File: src/rtl/refseq_pkg.sv
package refseq_pkg;

  typedef enum logic [1:0] {
    ST_IDLE = 2'd0,
    ST_GAP  = 2'd1,
    ST_POLL = 2'd2
  } seq_state_e;

  localparam int STEP_W = 3;

  localparam logic [STEP_W-1:0] STEP_LAST_DISARM = 3'd3;
  localparam logic [STEP_W-1:0] STEP_REF_POS     = 3'd4;
  localparam logic [STEP_W-1:0] STEP_REF_NEG     = 3'd5;

  localparam logic [15:0] CODE_TRIG_ANALOG_OFF = 16'h0000;
  localparam logic [15:0] CODE_TRIG_TTL_OFF    = 16'h0010;
  localparam logic [15:0] CODE_ACQ_SCAN_STOP   = 16'h0010;
  localparam logic [15:0] CODE_ACQ_PACER_OFF   = 16'h0030;
  localparam logic [15:0] CODE_REF_POS         = 16'h0180;
  localparam logic [15:0] CODE_REF_NEG         = 16'h0080;

endpackage

File: src/rtl/refseq_step_rom.sv
module refseq_step_rom
  import refseq_pkg::*;
#(
  parameter int ADDR_W = 4,
  parameter logic [ADDR_W-1:0] ADDR_TRIG = 4'h2,
  parameter logic [ADDR_W-1:0] ADDR_ACQ  = 4'h0,
  parameter logic [ADDR_W-1:0] ADDR_REF  = 4'h6
) (
  input  logic [STEP_W-1:0] step_i,
  output logic [ADDR_W-1:0] addr_o,
  output logic [15:0]       data_o
);

  always_comb begin
    addr_o = '0;
    data_o = '0;
    case (step_i)
      3'd0: begin addr_o = ADDR_TRIG; data_o = CODE_TRIG_ANALOG_OFF; end
      3'd1: begin addr_o = ADDR_TRIG; data_o = CODE_TRIG_TTL_OFF;    end
      3'd2: begin addr_o = ADDR_ACQ;  data_o = CODE_ACQ_SCAN_STOP;   end
      3'd3: begin addr_o = ADDR_ACQ;  data_o = CODE_ACQ_PACER_OFF;   end
      3'd4: begin addr_o = ADDR_REF;  data_o = CODE_REF_POS;         end
      3'd5: begin addr_o = ADDR_REF;  data_o = CODE_REF_NEG;         end
      default: begin addr_o = '0; data_o = '0; end
    endcase
  end

endmodule

File: src/rtl/refseq_down_timer.sv
module refseq_down_timer #(
  parameter int TW = 8
) (
  input  logic          clk,
  input  logic          rst,
  input  logic          load_i,
  input  logic [TW-1:0] load_val_i,
  input  logic          run_i,
  output logic          zero_o
);

  logic [TW-1:0] cnt_q;

  always_ff @(posedge clk) begin
    if (rst)                       cnt_q <= '0;
    else if (load_i)               cnt_q <= load_val_i;
    else if (run_i && cnt_q != '0) cnt_q <= cnt_q - 1'b1;
  end

  assign zero_o = (cnt_q == '0);

endmodule

File: src/rtl/refseq_poll_ctr.sv
module refseq_poll_ctr #(
  parameter int LIMIT = 20,
  parameter int PW    = $clog2(LIMIT + 1)
) (
  input  logic clk,
  input  logic rst,
  input  logic clear_i,
  input  logic inc_i,
  output logic last_o
);

  logic [PW-1:0] idx_q;

  always_ff @(posedge clk) begin
    if (rst || clear_i) idx_q <= '0;
    else if (inc_i)     idx_q <= idx_q + 1'b1;
  end

  assign last_o = (idx_q == PW'(LIMIT - 1));

endmodule

File: src/rtl/refdac_init_seq.sv
module refdac_init_seq
  import refseq_pkg::*;
#(
  parameter int GAP_CYCLES = 200,
  parameter int POLL_LIMIT = 20,
  parameter int STAT_W     = 16,
  parameter int BUSY_BIT   = 1,
  parameter int ADDR_W     = 4,
  parameter logic [ADDR_W-1:0] ADDR_TRIG = 4'h2,
  parameter logic [ADDR_W-1:0] ADDR_ACQ  = 4'h0,
  parameter logic [ADDR_W-1:0] ADDR_REF  = 4'h6
) (
  input  logic              clk,
  input  logic              rst,
  input  logic              start_i,
  input  logic [STAT_W-1:0] status_i,
  output logic              active_o,
  output logic              done_o,
  output logic              warn_o,
  output logic              wr_en_o,
  output logic [ADDR_W-1:0] wr_addr_o,
  output logic [15:0]       wr_data_o
);

  localparam int TW = $clog2(GAP_CYCLES + 1);
  localparam logic [TW-1:0] GAP_LOAD = TW'(GAP_CYCLES - 1);
  localparam logic [STAT_W-1:0] BUSY_MASK = STAT_W'(1) << BUSY_BIT;

  seq_state_e        state_q, state_d;
  logic [STEP_W-1:0] step_q, step_d, issue_idx;
  logic              tmr_load, tmr_zero, tmr_run;
  logic [TW-1:0]     tmr_val;
  logic              poll_clr, poll_inc, poll_last;
  logic              issue, finish, timeout_now, accept, busy;
  logic              warn_acc_q;
  logic [ADDR_W-1:0] rom_addr;
  logic [15:0]       rom_data;

  assign busy    = |(status_i & BUSY_MASK);
  assign accept  = (state_q == ST_IDLE) && start_i;
  assign tmr_run = (state_q != ST_IDLE);

  refseq_down_timer #(.TW(TW)) u_gap (
    .clk        (clk),
    .rst        (rst),
    .load_i     (tmr_load),
    .load_val_i (tmr_val),
    .run_i      (tmr_run),
    .zero_o     (tmr_zero)
  );

  refseq_poll_ctr #(.LIMIT(POLL_LIMIT)) u_poll (
    .clk     (clk),
    .rst     (rst),
    .clear_i (poll_clr),
    .inc_i   (poll_inc),
    .last_o  (poll_last)
  );

  refseq_step_rom #(
    .ADDR_W    (ADDR_W),
    .ADDR_TRIG (ADDR_TRIG),
    .ADDR_ACQ  (ADDR_ACQ),
    .ADDR_REF  (ADDR_REF)
  ) u_rom (
    .step_i (issue_idx),
    .addr_o (rom_addr),
    .data_o (rom_data)
  );

  // Next-step decisions: gap expiry issues a write, poll sample either
  // re-arms the gap or moves on (clear bit or limit reached).
  always_comb begin
    state_d     = state_q;
    step_d      = step_q;
    issue       = 1'b0;
    issue_idx   = step_q;
    finish      = 1'b0;
    timeout_now = 1'b0;
    tmr_load    = 1'b0;
    tmr_val     = '0;
    poll_clr    = 1'b0;
    poll_inc    = 1'b0;
    case (state_q)
      ST_IDLE: begin
        if (start_i) begin
          state_d  = ST_GAP;
          step_d   = '0;
          tmr_load = 1'b1;
          tmr_val  = GAP_LOAD;
        end
      end
      ST_GAP: begin
        if (tmr_zero) begin
          issue    = 1'b1;
          tmr_load = 1'b1;
          if (step_q == STEP_REF_POS) begin
            state_d  = ST_POLL;
            tmr_val  = '0;
            poll_clr = 1'b1;
          end else begin
            step_d  = step_q + 3'd1;
            tmr_val = (step_q == STEP_LAST_DISARM) ? '0 : GAP_LOAD;
          end
        end
      end
      ST_POLL: begin
        if (tmr_zero) begin
          if (busy && !poll_last) begin
            poll_inc = 1'b1;
            tmr_load = 1'b1;
            tmr_val  = GAP_LOAD;
          end else begin
            timeout_now = busy;
            if (step_q == STEP_REF_POS) begin
              issue     = 1'b1;
              issue_idx = STEP_REF_NEG;
              step_d    = STEP_REF_NEG;
              tmr_load  = 1'b1;
              tmr_val   = '0;
              poll_clr  = 1'b1;
            end else begin
              finish  = 1'b1;
              state_d = ST_IDLE;
            end
          end
        end
      end
      default: state_d = ST_IDLE;
    endcase
  end

  always_ff @(posedge clk) begin
    if (rst) begin
      state_q    <= ST_IDLE;
      step_q     <= '0;
      warn_acc_q <= 1'b0;
      warn_o     <= 1'b0;
      active_o   <= 1'b0;
      done_o     <= 1'b0;
      wr_en_o    <= 1'b0;
      wr_addr_o  <= '0;
      wr_data_o  <= '0;
    end else begin
      state_q   <= state_d;
      step_q    <= step_d;
      active_o  <= (state_d != ST_IDLE);
      done_o    <= finish;
      wr_en_o   <= issue;
      wr_addr_o <= issue ? rom_addr : '0;
      wr_data_o <= issue ? rom_data : '0;
      if (accept)           warn_acc_q <= 1'b0;
      else if (timeout_now) warn_acc_q <= 1'b1;
      if (accept)      warn_o <= 1'b0;
      else if (finish) warn_o <= warn_acc_q | timeout_now;
    end
  end

endmodule

File: config.mk
export PLATFORM = sky130hd
export DESIGN_NAME = refdac_init_seq
export DESIGN_NICKNAME = d
export VERILOG_FILES = /design/src/rtl/refseq_pkg.sv /design/src/rtl/refseq_step_rom.sv /design/src/rtl/refseq_down_timer.sv /design/src/rtl/refseq_poll_ctr.sv /design/src/rtl/refdac_init_seq.sv
export SDC_FILE = /design/constraint.sdc
export NUM_CORES = 1
export LEC_CHECK = 0
export ABC_AREA = 1
export BUFFER_PORTS_ARGS = -buffer_cell sky130_fd_sc_hd__buf_2
export CORE_MARGIN = 2
export CORE_UTILIZATION = 49
export CTS_BUF_LIST = sky130_fd_sc_hd__clkbuf_2 sky130_fd_sc_hd__clkbuf_4 sky130_fd_sc_hd__clkbuf_8
export CTS_CLUSTER_DIAMETER = 60
export DETAILED_ROUTE_END_ITERATION = 10
export PLACE_DENSITY_LB_ADDON = 0.2
export RECOVER_POWER = 100
export REMOVE_ABC_BUFFERS = 1
export SKIP_LAST_GASP = 1
export SLEW_MARGIN = 10
export SYNTH_ARGS = -nofsm -noshare
export SYNTH_HDL_FRONTEND = slang
export SYNTH_SLANG_ARGS = --single-unit
File: constraint.sdc
create_clock -name clk -period 1.9 [get_ports clk]
set_input_delay 0.38 -clock clk [delete_from_list [all_inputs] [get_ports clk]]
set_output_delay 0.38 -clock clk [all_outputs]
set_load 0.005 [all_outputs]
==> flow_metrics.env <==
export IMPL_syn_area_sq_um=1714
export IMPL_die_area_sq_um=3987
export IMPL_coreArea_sq_um=3337
export IMPL_grt_max_degree=17
export IMPL_synthTopCellsByArea="dfxtp_1, nand2_1, nand3_1"
export IMPL_critPathCaptureType="flip-flop"
export IMPL_rr_worst_depth=13
export IMPL_crit_path_max_fanout=16
export IMPL_finalSetupTns_ns=0
export IMPL_final_hold_violation_count=0
export IMPL_clk_root_buffer_cell="clkbuf_4"
export IMPL_first_pass_iters=4
export IMPL_grt_overflow_total=0
export IMPL_critical_path_class="flip-flop to flip-flop"
export IMPL_synthArstFlopShare_pct=0
export IMPL_synth_edf_count=0
export IMPL_ant_nets=0
export IMPL_setup_viol=0
export IMPL_drcViolationCount=0
export IMPL_grt_pass1_wl_mm=5.616
export IMPL_fin_cells=308
export IMPL_min_path_cells=2
export IMPL_drt_iter0_drc=82
export IMPL_die_x_um=63.15
export IMPL_portBuffers=13
export IMPL_min_path_type="input port to flip-flop"
export IMPL_fillers=338
export IMPL_status="complete, no violations"
export IMPL_h_tree_depth=1
export IMPL_p_leak_uw=0.0008686
export IMPL_nets=291
export IMPL_synth_seq_cells=28
export IMPL_cp_arrival_ns=1.97
export IMPL_yosysTopAreaCellShare_pct=32.70
export IMPL_max_cap_violations=0
export IMPL_initial_core_util_pct=51.37
export IMPL_ys_seq_area_share_pct=32.70
export IMPL_cts_tree="built"
export IMPL_cts_buffers=3
export IMPL_ir_drop_mv=0.3946
export IMPL_whs_ns=0.3275
export IMPL_crit_required_ns=2.15
export IMPL_slew_violations=0
export IMPL_yosysUniqueCellTypes=27
export IMPL_worst_setup_path_start_kind="flip-flop"
export IMPL_cts_num_sinks=28
export IMPL_yosysWarningCount=0
export IMPL_grt_pass1_vias=1317
export IMPL_clockBufferDepth=2
export IMPL_worstSkewPairLatency_ns=0.34
export IMPL_pin_count=43
export IMPL_area_delta_synth_final_pct=5.110
export IMPL_antenna_found_initial=0
export IMPL_postCtsHoldBufs=0
export IMPL_syn_inst=248
export IMPL_ys_flop_type="dfxtp_1"
export IMPL_cellPowerDensity_nw_per_um2=750.8
export IMPL_grt_total_usage_pct=17.22
export IMPL_fmax_mhz=581.4
export IMPL_vias=1459
export IMPL_yosysTopAreaCell="dfxtp_1"
export IMPL_final_min_clock_period_ns=1.720
export IMPL_avgSynthCellArea_sq_um=6.912
export IMPL_finClkSkew_ns=0.003301
export IMPL_drive_gt1_share_pct=11.45
export IMPL_die_h_um=63.15
export IMPL_dp_cells=303
export IMPL_yosys_top_cells_count="nand2_1, inv_1, dfxtp_1"
export IMPL_rsz0062_at_grt="yes"
export IMPL_wire_per_inst_um=10.19
export IMPL_period_share_pct=90.52
export IMPL_routed_via_density=4.737
export IMPL_antennaDiodeCount=0
export IMPL_rows=21
export IMPL_synth_most_common_cell="nand2_1"
export IMPL_clk_pin_slew_ns=0.15
export IMPL_wirelength_mm=3.139
export IMPL_gp_congestion=0.8116
export IMPL_hpwl_mm=2.378
==> cells by family (layout without fill, tap and decap cells) <==
family,Yosys count,in the layout,synth area share [%]
adder cells (fa/ha/maj),9,9,6.569
flip-flops,28,28,32.70
AO/OA/AOI/OAI,27,27,8.175
XOR/XNOR,8,8,4.088
buffers and inverters,52,52,15.55
AND/OR/NAND/NOR,123,124,32.70
other,1,14,0.2188
==> report_power, final <==
part / switching, uW / internal, uW
registers: 20.3 / 619
logic: 276 / 142
clock network: 178 / 118
==> timing repair <==
action / in CTS / in global routing
setup endpoints to repair: 0 / 18
setup buffers: 0 / 0
gates resized for setup: 0 / 3
==> critical path, stage by stage (launching register included) <==
cell and delay [ns]:
dfxtp_2 0.36, ha_1 0.24, nand2_1 0.08, inv_1 0.04, nand2_1 0.08, nand2_2 0.10
nand2_1 0.15, nand3_2 0.08, nand2_2 0.11, nand2_4 0.12, nand2_1 0.09, nand2_1 0.04
nor2_1 0.11, nor2_1 0.05
==> cell type report <==
| cell class | instances | area [sq um] | share of cell area (%) |
|---|---|---|---|
| inverter | 33 | 123.9 | 6.875 |
| timing repair buffer | 15 | 76.32 | 4.236 |
| multi-input combinational | 182 | 944.7 | 52.43 |
| clock buffer | 4 | 36.28 | 2.014 |
| tap | 46 | 57.56 | 3.194 |
| sequential | 28 | 563.0 | 31.25 |
==> metrics by stage <==
stage	util [%]	setup WS (ns)	total power, uW	cell area [sq um]
after CTS	53.77	0.1424	1347	1794
final	53.99	0.1801	1353	1802
after detailed placement	52.68	0.1669	1058	1758
after floorplan	-	0.3549	975.8	1620
after global placement	52.68	0.1621	1053	1758
after global routing	53.99	-0.01064	1469	1802
==> cells in the final DEF, fill, tap and decap left out, types with 2 or more instances in the layout <==
| cell type | n |
|---|---|
| a21oi_1 | 17 |
| buf_2 | 10 |
| buf_4 | 2 |
| clkbuf_1 | 3 |
| clkbuf_4 | 3 |
| conb_1 | 14 |
| dfxtp_1 | 26 |
| dfxtp_2 | 2 |
| ha_1 | 9 |
| inv_1 | 32 |
| nand2_1 | 52 |
| nand2_2 | 3 |
| nand3_1 | 25 |
| nand4_1 | 5 |
| nor2_1 | 25 |
| nor2_2 | 3 |
| nor3_1 | 3 |
| nor3_2 | 2 |
| o211ai_1 | 2 |
| o21ai_0 | 8 |
| xor2_1 | 7 |
==> routing by layer <==
layer	up-vias	routed length, um	track usage, %
met5	-	0	0
met4	0	54	6.667
met3	5	156	2.143
met2	36	1311	26.73
met1	632	1616	24.23
li1	786	-	-
==> worst paths after layout <==
path | startpoint | end | slack (ns)
worst max-delay path | u_poll.idx_q[0] | u_gap.cnt_q[1] | 0.18
worst min-delay path | rst | step_q[2] | 0.33
worst max register to register | u_poll.idx_q[0] | u_gap.cnt_q[1] | 0.18
worst min register to register | u_poll.idx_q[0] | u_poll.idx_q[0] | 0.50
==> state kept, by name, summed over array words and instances, names as in the netlist, 2 cells and up <==
| register | cells |
|---|---|
| u_poll.idx_q | 5 |
| u_gap.cnt_q | 8 |
| state_q | 2 |
| wr_data_o | 3 |
| step_q | 3 |
| wr_addr_o | 2 |
Power figures use the tool's default switching activity.
